$ cat src/rtl/xlat_pkg.sv
package xlat_pkg;

    localparam int ADDR_W = 32;
    localparam int HI_W   = 16;

    typedef enum logic [3:0] {
        TGT_DRAM   = 4'd0,
        TGT_DEVBUS = 4'd1,
        TGT_PCI    = 4'd3,
        TGT_PCIE   = 4'd4
    } tgt_e;

    typedef enum logic [1:0] {
        SLOT_CTRL   = 2'd0,
        SLOT_BASE   = 2'd1,
        SLOT_RMP_LO = 2'd2,
        SLOT_RMP_HI = 2'd3
    } slot_e;

    typedef struct packed {
        logic [HI_W-1:0] mask;
        logic [7:0]      attr;
        logic [3:0]      tgt;
        logic            en;
    } win_ctrl_t;

    typedef struct packed {
        win_ctrl_t         ctrl;
        logic [HI_W-1:0]   base;
        logic [HI_W-1:0]   rmp_lo;
        logic [ADDR_W-1:0] rmp_hi;
    } win_regs_t;

    typedef struct packed {
        logic              hit;
        logic [3:0]        tgt;
        logic [7:0]        attr;
        logic [ADDR_W-1:0] xaddr;
    } dec_res_t;

    function automatic logic [ADDR_W-1:0] pack_ctrl(win_ctrl_t c);
        return {c.mask, c.attr, c.tgt, 3'b000, c.en};
    endfunction

    function automatic win_ctrl_t unpack_ctrl(logic [ADDR_W-1:0] w);
        win_ctrl_t c;
        c.mask = w[31:16];
        c.attr = w[15:8];
        c.tgt  = w[7:4];
        c.en   = w[0];
        return c;
    endfunction

    function automatic logic win_hit(logic en, logic [HI_W-1:0] mask,
                                     logic [HI_W-1:0] base,
                                     logic [ADDR_W-1:0] a);
        return en && ((a[31:16] & ~mask) == (base & ~mask));
    endfunction

    function automatic logic [ADDR_W-1:0] win_xlat(logic [HI_W-1:0] mask,
                                                   logic [HI_W-1:0] rmp,
                                                   logic [ADDR_W-1:0] a);
        return {(rmp & ~mask) | (a[31:16] & mask), a[15:0]};
    endfunction

endpackage

$ cat src/rtl/xlat_win_regfile.sv
module xlat_win_regfile
    import xlat_pkg::*;
#(
    parameter int NUM_WIN   = 8,
    parameter int NUM_REMAP = 2,
    localparam int IDX_W    = $clog2(NUM_WIN),
    localparam int SEL_W    = IDX_W + 2
) (
    input  logic                      clk,
    input  logic                      rst,
    input  logic                      wr_en,
    input  logic [SEL_W-1:0]          sel,
    input  logic [ADDR_W-1:0]         wdata,
    output logic [ADDR_W-1:0]         rdata,
    output win_regs_t [NUM_WIN-1:0]   regs
);

    logic [IDX_W-1:0] win_sel;
    slot_e            slot;

    assign win_sel = sel[SEL_W-1:2];
    assign slot    = slot_e'(sel[1:0]);

    for (genvar w = 0; w < NUM_WIN; w++) begin : g_win
        logic      wr_here;
        win_ctrl_t ctrl_q;
        logic [HI_W-1:0] base_q;

        assign wr_here = wr_en && (win_sel == IDX_W'(w));

        always_ff @(posedge clk) begin
            if (rst) begin
                ctrl_q <= '0;
                base_q <= '0;
            end else if (wr_here) begin
                if (slot == SLOT_CTRL) ctrl_q <= unpack_ctrl(wdata);
                if (slot == SLOT_BASE) base_q <= wdata[31:16];
            end
        end

        assign regs[w].ctrl = ctrl_q;
        assign regs[w].base = base_q;

        if (w < NUM_REMAP) begin : g_rmp
            logic [HI_W-1:0]   rmp_lo_q;
            logic [ADDR_W-1:0] rmp_hi_q;
            always_ff @(posedge clk) begin
                if (rst) begin
                    rmp_lo_q <= '0;
                    rmp_hi_q <= '0;
                end else if (wr_here) begin
                    if (slot == SLOT_RMP_LO) rmp_lo_q <= wdata[31:16];
                    if (slot == SLOT_RMP_HI) rmp_hi_q <= wdata;
                end
            end
            assign regs[w].rmp_lo = rmp_lo_q;
            assign regs[w].rmp_hi = rmp_hi_q;
        end else begin : g_normp
            assign regs[w].rmp_lo = '0;
            assign regs[w].rmp_hi = '0;
        end
    end

    always_comb begin
        rdata = '0;
        case (slot)
            SLOT_CTRL:   rdata = pack_ctrl(regs[win_sel].ctrl);
            SLOT_BASE:   rdata = {regs[win_sel].base, 16'h0000};
            SLOT_RMP_LO: rdata = {regs[win_sel].rmp_lo, 16'h0000};
            SLOT_RMP_HI: rdata = regs[win_sel].rmp_hi;
            default:     rdata = '0;
        endcase
    end

endmodule

$ cat src/rtl/xlat_win_slot.sv
module xlat_win_slot
    import xlat_pkg::*;
#(
    parameter bit CAN_REMAP = 1'b0
) (
    input  logic              en,
    input  logic [HI_W-1:0]   mask,
    input  logic [HI_W-1:0]   base,
    input  logic [HI_W-1:0]   rmp,
    input  logic [ADDR_W-1:0] addr,
    output logic              hit,
    output logic [ADDR_W-1:0] xaddr
);

    assign hit = win_hit(en, mask, base, addr);

    if (CAN_REMAP) begin : g_remap
        assign xaddr = win_xlat(mask, rmp, addr);
    end else begin : g_pass
        logic unused_rmp;
        assign unused_rmp = ^rmp;
        assign xaddr = addr;
    end

endmodule

$ cat src/rtl/xlat_prio_sel.sv
module xlat_prio_sel
    import xlat_pkg::*;
#(
    parameter int NUM_WIN = 8
) (
    input  logic [NUM_WIN-1:0]              hits,
    input  win_ctrl_t [NUM_WIN-1:0]         ctrls,
    input  logic [NUM_WIN-1:0][ADDR_W-1:0]  xaddrs,
    input  logic [ADDR_W-1:0]               addr,
    output dec_res_t                        res
);

    always_comb begin
        res.hit   = 1'b0;
        res.tgt   = '0;
        res.attr  = '0;
        res.xaddr = addr;
        for (int i = NUM_WIN - 1; i >= 0; i--) begin
            if (hits[i]) begin
                res.hit   = 1'b1;
                res.tgt   = ctrls[i].tgt;
                res.attr  = ctrls[i].attr;
                res.xaddr = xaddrs[i];
            end
        end
    end

endmodule

$ cat src/rtl/xlat_window_map.sv
module xlat_window_map
    import xlat_pkg::*;
#(
    parameter int NUM_WIN   = 8,
    parameter int NUM_REMAP = 2,
    localparam int REG_AW   = $clog2(NUM_WIN) + 4
) (
    input  logic              clk,
    input  logic              rst,
    input  logic              reg_wr_en,
    input  logic [REG_AW-1:0] reg_addr,
    input  logic [31:0]       reg_wdata,
    output logic [31:0]       reg_rdata,
    input  logic [31:0]       lookup_addr,
    output logic              dec_hit,
    output logic [3:0]        dec_tgt,
    output logic [7:0]        dec_attr,
    output logic [31:0]       dec_addr
);

    win_regs_t [NUM_WIN-1:0]             regs;
    win_ctrl_t [NUM_WIN-1:0]             ctrls;
    logic [NUM_WIN-1:0]                  hits;
    logic [NUM_WIN-1:0][ADDR_W-1:0]      xaddrs;
    dec_res_t                            res;
    logic                                unused_byte_off;

    assign unused_byte_off = ^reg_addr[1:0];

    xlat_win_regfile #(
        .NUM_WIN   (NUM_WIN),
        .NUM_REMAP (NUM_REMAP)
    ) u_regs (
        .clk   (clk),
        .rst   (rst),
        .wr_en (reg_wr_en),
        .sel   (reg_addr[REG_AW-1:2]),
        .wdata (reg_wdata),
        .rdata (reg_rdata),
        .regs  (regs)
    );

    for (genvar w = 0; w < NUM_WIN; w++) begin : g_match
        assign ctrls[w] = regs[w].ctrl;
        xlat_win_slot #(
            .CAN_REMAP (w < NUM_REMAP)
        ) u_slot (
            .en    (regs[w].ctrl.en),
            .mask  (regs[w].ctrl.mask),
            .base  (regs[w].base),
            .rmp   (regs[w].rmp_lo),
            .addr  (lookup_addr),
            .hit   (hits[w]),
            .xaddr (xaddrs[w])
        );
    end

    xlat_prio_sel #(
        .NUM_WIN (NUM_WIN)
    ) u_sel (
        .hits   (hits),
        .ctrls  (ctrls),
        .xaddrs (xaddrs),
        .addr   (lookup_addr),
        .res    (res)
    );

    assign dec_hit  = res.hit;
    assign dec_tgt  = res.tgt;
    assign dec_attr = res.attr;
    assign dec_addr = res.xaddr;

endmodule

$ cat config.mk
export PLATFORM = sky130hd
export DESIGN_NAME = xlat_window_map
export DESIGN_NICKNAME = d
export VERILOG_FILES = /design/src/rtl/xlat_pkg.sv /design/src/rtl/xlat_win_regfile.sv /design/src/rtl/xlat_win_slot.sv /design/src/rtl/xlat_prio_sel.sv /design/src/rtl/xlat_window_map.sv
export SDC_FILE = /design/constraint.sdc
export NUM_CORES = 1
export LEC_CHECK = 0
export BUFFER_PORTS_ARGS = -buffer_cell sky130_fd_sc_hd__buf_2
export CELL_PAD_IN_SITES_DETAIL_PLACEMENT = 1
export CELL_PAD_IN_SITES_GLOBAL_PLACEMENT = 1
export CORE_MARGIN = 2
export CORE_UTILIZATION = 45
export DETAILED_ROUTE_END_ITERATION = 10
export GPL_TIMING_DRIVEN = 1
export PLACE_DENSITY_LB_ADDON = 0.3
export SYNTH_ARGS = -nofsm -noshare
export SYNTH_HDL_FRONTEND = slang
export SYNTH_SLANG_ARGS = --single-unit
$ cat constraint.sdc
create_clock -name clk -period 2.5 [get_ports clk]
set_input_delay 0.25 -clock clk [delete_from_list [all_inputs] [get_ports clk]]
set_output_delay 0.25 -clock clk [all_outputs]
set_load 0.01 [all_outputs]
==> results of run 1 <==
## repair_timing
item                       4_1_cts  5_1_grt
gates resized for setup        257       72
setup endpoints to repair       61       46
hold buffers                     7        0
pin swaps                       72       45
setup buffers                   10        4
gates cloned                     4        2
hold endpoints to repair        32        0
## logic make-up (layout without fill, tap and decap cells)
kind of cell | count (synthesis) | in the layout | synth area share, %
and+or+nand+nor | 1086 | 1086 | 18.95
DFF | 456 | 456 | 39.99
muxes | 178 | 178 | 13.70
xor gates and xnor gates | 128 | 128 | 5.043
AOI/OAI and AO/OA | 659 | 659 | 16.47
buffers and inverters | 307 | 597 | 5.843
## area by class of cell
cell class,count,area (sq um),area share [%]
inverters,30,116.4,0.3908
multi-input cells,2051,13670,45.91
clock buffers,75,1579,5.302
clock inverters,21,271.5,0.9118
repair buffers,471,4096,13.76
well taps,672,840.8,2.824
flip-flops and latches,456,9203,30.90
## stage by stage
stage	power [mW]	utilization [%]	setup TNS, ps	cell area, sq um
2_1_floorplan	8.306	-	0	22830
3_3_place_gp	8.899	52.14	-17760	26110
3_5_place_dp	8.930	52.14	-19080	26110
4_1_cts	17.21	58.56	-20250	29320
5_1_grt	17.67	59.48	-22950	29780
6_report	17.37	59.48	-21880	29780
## final timing paths
path	end	cells past startpoint
max reg2reg	u_regs.g_win[7].base_q[8]$_SDFFE_PP0P_	3
min reg2reg	u_regs.g_win[1].g_rmp.rmp_hi_q[5]$_SDFFE_PP0P_	2
max	dec_attr[3]	10
min	u_regs.regs[628]$_SDFFE_PP0P_	3
## critical path, delay by kind of cell, from the launching register on
| kind | cells | cell delay, ps |
|---|---|---|
| buf+inv | 3 | 500 |
| flops | 1 | 340 |
| simple gates | 2 | 720 |
| xor+xnor | 1 | 220 |
| compound gates | 4 | 710 |
## routing by layer
metal	track usage (%)	up-vias	part of all wire [%]
met2	64.08	1738	45
met5	0	-	0.020
met4	25.87	4	7.0
met1	51.15	12304	37
li1	-	10129	-
met3	8.777	448	10
## flip-flops by register name (all words and copies together), names as in the netlist
signal and flops:
u_regs.g_win.g_rmp.rmp_lo_q 32, u_regs.g_win.base_q 128, u_regs.regs 232, u_regs.g_win.g_rmp.rmp_hi_q 64
## report_power, final
group	internal, mW	switching, mW
combinational	0.577	1.04
sequential	7.32	0.0549
clock	4.99	3.40
total	12.9	4.49
## synth_stat cells (6+ instances only)
cell type  instances
nand2_1          947
a21oi_1          456
dfxtp_1          456
clkbuf_1         213
xnor2_1          124
mux4_2           106
o22ai_1           75
mux2i_1           56
nor2_1            38
o21ai_0           35
inv_1             30
buf_2             25
buf_4             18
or3_1             18
nand3_1           17
nor3_1            17
o311a_1           17
a22oi_1           16
mux2_2            16
o221ai_1          16
o211ai_1          13
buf_6             11
buf_1             10
nor4_1             8
a221o_1            7
and3_1             7
nor3b_1            7
o221a_2            7
nand4_1            6
==> qor.csv, run 1 <==
metric,value,unit
postSynthAreaPerCell,8.112,sq um
routed_via_density,6.521,
remaining_drc_errors,0,
synth_top_flop_cell,dfxtp_1,
ctsHtreeMaxLevel,2,
routedWlPerCell,29.80,um
synth_edf_count,0,
layoutNonFillerInstCount,3776,
clkSlewWorstSetupHoldPaths,60,ps
status,finished with violations,
fin_crit_sh,134.8,%
nNetsFinal,3136,
fin_ws,-870.4,ps
period_needed,3370,ps
numCtsBuffers,52,
holdWs,10.88,ps
finClkSkew,0,ps
dp_slack,-730.5,ps
ys_async_sr_fraction,0,%
worst_pin_slew,1235,ps
clk_path_buf_depth,3,
drt_iter0_drc,3355,
synth_top_area_share,39.99,%
path_class,flip-flop to output port,
gr-total-overflow,0,
synth_area_leaders,"dfxtp_1 40%, nand2_1 16%, mux4_2 10%",
grt_start_max_net_pins,79,
row_count,82,
start_util,45.59,%
syn-num-nets,2888,
yosys_warnings,0,
yosysTopAreaCell,dfxtp_1,
first_pass_iters,5,
cap_violations,0,
rsz0062_at_grt,yes,
slew_headroom,17.23,%
die_h,229.2,um
crit_chain,"xnor2_2, o22ai_2, or4_4, nor4_4, buf_4, o21bai_4, buf_12, o211ai_1, a221o_1, buf_2",
ant_nets,0,
vias,24623,
crit_start,u_regs.g_win[7].base_q[14]$_SDFFE_PP0P_,
critPathMaxFanout,5,
n_antenna_cell,0,
vdd_drop_max,0.0004503,V
hold_viol_final,0,
r2r_slack,1550,ps
slowest_delay,570,ps
fillers,5823,
violations,negative setup slack,
critical_path.endpoint_type,output port,
wl,112500,um
place_inst,3657,
min_path_type,input pin to flip-flop,
hold_start,reg_wdata[9],
coreArea,50070,sq um
io_pins,151,
grt.total_usage,40.83,%
slowest_stage,or4_4,
final_layout_size_suffix_gt1_share,29.45,%
final_cell_mix,"945 x nand2_1, 456 x a21oi_1, 403 x dfxtp_1",
regToRegStartpoint,u_regs.g_win[7].base_q[8]$_SDFFE_PP0P_,
postSynthCellCount,2814,
grt_pass1_wl,161500,um
io_buffer_count,116,
die_area,52540,sq um
p_leak,10.67,nW
max_freq,296.7,MHz
seq_area_frac_synth,39.99,%
syn2layout_area_growth,30.45,%
grt_pass1_vias,24921,
grt_antenna_before_repair,2,
cp-start-kind,flip-flop,
cp_data_required_time,2250,ps
setup_viol,45,
clk_root_buffer_cell,clkbuf_16,
clock-sinks,456,
place_congestion,1.008,
cp.arrival,3120,ps
final_common_cell,nand2_1,
drv_slew,0,
netlist_area,22830,sq um
tritoncts,done,
dp_hpwl,75090,um
ys_ff_latch,456,
cellPowerDensity,583.4,nW/um^2
clock_latency,620,ps
chipWidth,229.2,um
yosysUniqueCellTypes,50,
(Power assumes the default switching activity.)
==> run 2: changes to the inputs <==
--- a/config.mk
+++ b/config.mk
@@ -13,6 +13,7 @@
 export DETAILED_ROUTE_END_ITERATION = 10
 export GPL_TIMING_DRIVEN = 1
 export PLACE_DENSITY_LB_ADDON = 0.3
+export SETUP_SLACK_MARGIN = 0.1
 export SYNTH_ARGS = -nofsm -noshare
 export SYNTH_HDL_FRONTEND = slang
 export SYNTH_SLANG_ARGS = --single-unit
==> run 2 against run 1 <==
Against the previous run:
- the run still ends with negative setup slack left
- first-iteration DRC count is 4.9% lower
- sequential share of layout area is 0.27 points lower
- clock-buffer cell count stayed put
- combinational power hardly changed
- register-to-register slack worse by 220 ps
- critical path depth is 2 higher
- die area stayed put
- fmax is 0.22% higher
- final area is 0.97% higher
- hold slack worse by 0.74 ps
- cell count is 0.26% higher
- largest power group unchanged
==> qor.csv, run 2 (synthesized netlist as in run 1, its figures left out) <==
metric,value,unit,change
tritoncts,done,,
critical_path.endpoint_type,output port,,
period_needed,3363,ps,-7.477 ps
grt_antenna_before_repair,2,,unchanged
layoutNonFillerInstCount,3786,,+0.26%
fin_ws,-862.9,ps,+7.477 ps
p_int,12.89,mW,about the same
finClkSkew,0,ps,unchanged
place_inst,3657,,unchanged
crit_end,dec_attr[7],,
cp.arrival,3110,ps,about the same
p_leak,10.72,nW,+0.50%
drt_iter0_drc,3191,,-4.9%
syn2layout_area_growth,31.72,%,
slew_headroom,13.19,%,-4.0 points
crit_chain,"xnor2_2, buf_4, o22ai_2, nor3_2, buf_4, buf_6, nand3_4, buf_8, o21ai_0, o221a_2, a221o_1, buf_2",,
hold_viol_final,0,,unchanged
r2r-end,u_regs.regs[173]$_SDFFE_PP0P_,,
grt_pass1_vias,24923,,+0.0080%
reg2reg_depth,3,,unchanged
routed_via_density,6.577,,+0.85%
finalSetupTns,-22440,ps,-568.0 ps
die_area,52540,sq um,unchanged
critPathMaxFanout,6,,+1
violations,negative setup slack,,
min_path_type,input pin to flip-flop,,
fin_crit_sh,134.5,%,-0.30 points
max_freq,297.4,MHz,+0.22%
final_common_cell,nand2_1,,
row_count,82,,unchanged
dp_hpwl,75090,um,unchanged
setup_viol,43,,-4.4%
r2r_slack,1330,ps,-220 ps
cap_violations,0,,unchanged
clk_path_buf_depth,3,,unchanged
pwr-share-seq,42.4,%,about the same
place_congestion,1.008,,unchanged
grt_pass1_wl,162300,um,+0.50%
cp-start-kind,flip-flop,,
clock-sinks,456,,unchanged
p_sw,4.480,mW,-0.18%
ant_nets,0,,unchanged
combPwrFrac,9.4,%,about the same
slowest_stage,dfxtp_2,,
cellPowerDensity,577.8,nW/um^2,-0.96%
vdd_drop_max,0.0006678,V,+48%
clk_root_buffer_cell,clkbuf_16,,
ctsHtreeMaxLevel,2,,unchanged
crit_start,u_regs.g_win[2].base_q[11]$_SDFFE_PP0P_,,
start_util,45.59,%,unchanged
remaining_drc_errors,0,,unchanged
gr-total-overflow,0,,unchanged
worst_pin_slew,1295,ps,+60.24 ps
final_layout_size_suffix_gt1_share,30.21,%,+0.76 points
coreArea,50070,sq um,unchanged
numCtsBuffers,52,,unchanged
largest_reg_flops,232,,unchanged
wl,115800,um,+2.9%
grt.total_usage,41.07,%,+0.24 points
status,finished with violations,,
vias,24899,,+1.1%
clock_latency,610,ps,about the same
io_pins,151,,unchanged
rsz0062_at_grt,yes,,
critPathBufInv,5,,+2
place_area,26110,sq um,unchanged
final_cell_area,30070,sq um,+0.97%
fillers,5792,,-0.53%
grt_start_max_net_pins,79,,unchanged
path_delay_family,buffers and inverters,,
cp_data_required_time,2250,ps,about the same
clkSlewWorstSetupHoldPaths,60,ps,about the same
drv_slew,0,,unchanged
clkPwrFrac,48.2,%,about the same
io_buffer_count,116,,unchanged
finalPower,17.37,mW,about the same
path_class,flip-flop to output port,,
die_h,229.2,um,unchanged
final_cell_mix,"945 x nand2_1, 456 x a21oi_1, 399 x dfxtp_1",,
hold_start,reg_wdata[9],,
nNetsFinal,3144,,+0.26%
cpMostUsedCell,buf_4,,
first_pass_iters,5,,unchanged
switching_share,25.79,%,-0.048 points
path_depth,12,,+2
chipWidth,229.2,um,unchanged
routedWlPerCell,30.59,um,+2.7%
slowest_delay,340,ps,-230 ps
regToRegStartpoint,u_regs.regs[173]$_SDFFE_PP0P_,,
[run 2: worst min path at each step]
stage	to	slack [ps]	cells after the start
final	u_regs.regs[721]$_SDFFE_PP0P_	10	3
after floorplan	u_regs.g_win[0].g_rmp.rmp_hi_q[1]$_SDFFE_PP0P_	390	2
after global routing	u_regs.regs[163]$_SDFFE_PP0P_	10	3
after detailed placement	u_regs.g_win[1].g_rmp.rmp_hi_q[0]$_SDFFE_PP0P_	450	2
after CTS	u_regs.regs[447]$_SDFFE_PP0P_	0.8	3
after global placement	u_regs.g_win[1].g_rmp.rmp_hi_q[30]$_SDFFE_PP0P_	440	2
[run 2: final cells by class]
class | instances | area [sq um] | share of cell area [%]
sequential | 456 | 9210 | 30.63
tap | 672 | 840.8 | 2.796
clock buffer | 75 | 1579 | 5.252
clock inverter | 21 | 271.5 | 0.9030
timing repair buffer | 479 | 4213 | 14.01
antenna | 2 | 5.005 | 0.01665
inverter | 30 | 116.4 | 0.3870
multi-input combinational | 2051 | 13830 | 46.00
[run 2: metrics by stage]
stage               util, %  hold slack, ps  setup slack [ps]
finish                60.05           10.14            -862.9
global route          60.05           10.55            -833.2
CTS                   58.58          0.8075            -759.4
detailed placement    52.14           449.3            -730.5
global placement      52.14           438.8            -710.8
floorplan                 -           386.0             104.1
[run 2: routing by layer]
layer | GRT usage [%] | wire (um)
met5 | 0 | 0
met4 | 26.85 | 9121
met3 | 8.279 | 12780
met2 | 64.28 | 51790
met1 | 51.62 | 42130
[run 2: worst reg2reg max path: cells and delay by family (launching register included)]
kind | cells | cell delay (ps)
buffers and inverters | 1 | 240
AO/OA/AOI/OAI | 1 | 180
flip-flops | 1 | 600
AND/OR/NAND/NOR | 1 | 60
[run 2: repair_timing]
item,4_1_cts,5_1_grt
cloned,4,4
hold buffers,7,0
hold endpoints to repair,32,0
resized for setup,260,114
endpoints found under the setup margin,61,49
pin swaps,70,57
setup buffers,10,10
[run 2: power groups by stage]
stage	logic, mW	registers, mW	clock network [mW]
finish	1.63	7.37	8.37
floorplan	0.796	7.51	0
global route	1.66	7.37	8.67
global placement	1.38	7.52	0
CTS	1.51	7.37	8.33
detailed placement	1.40	7.53	0
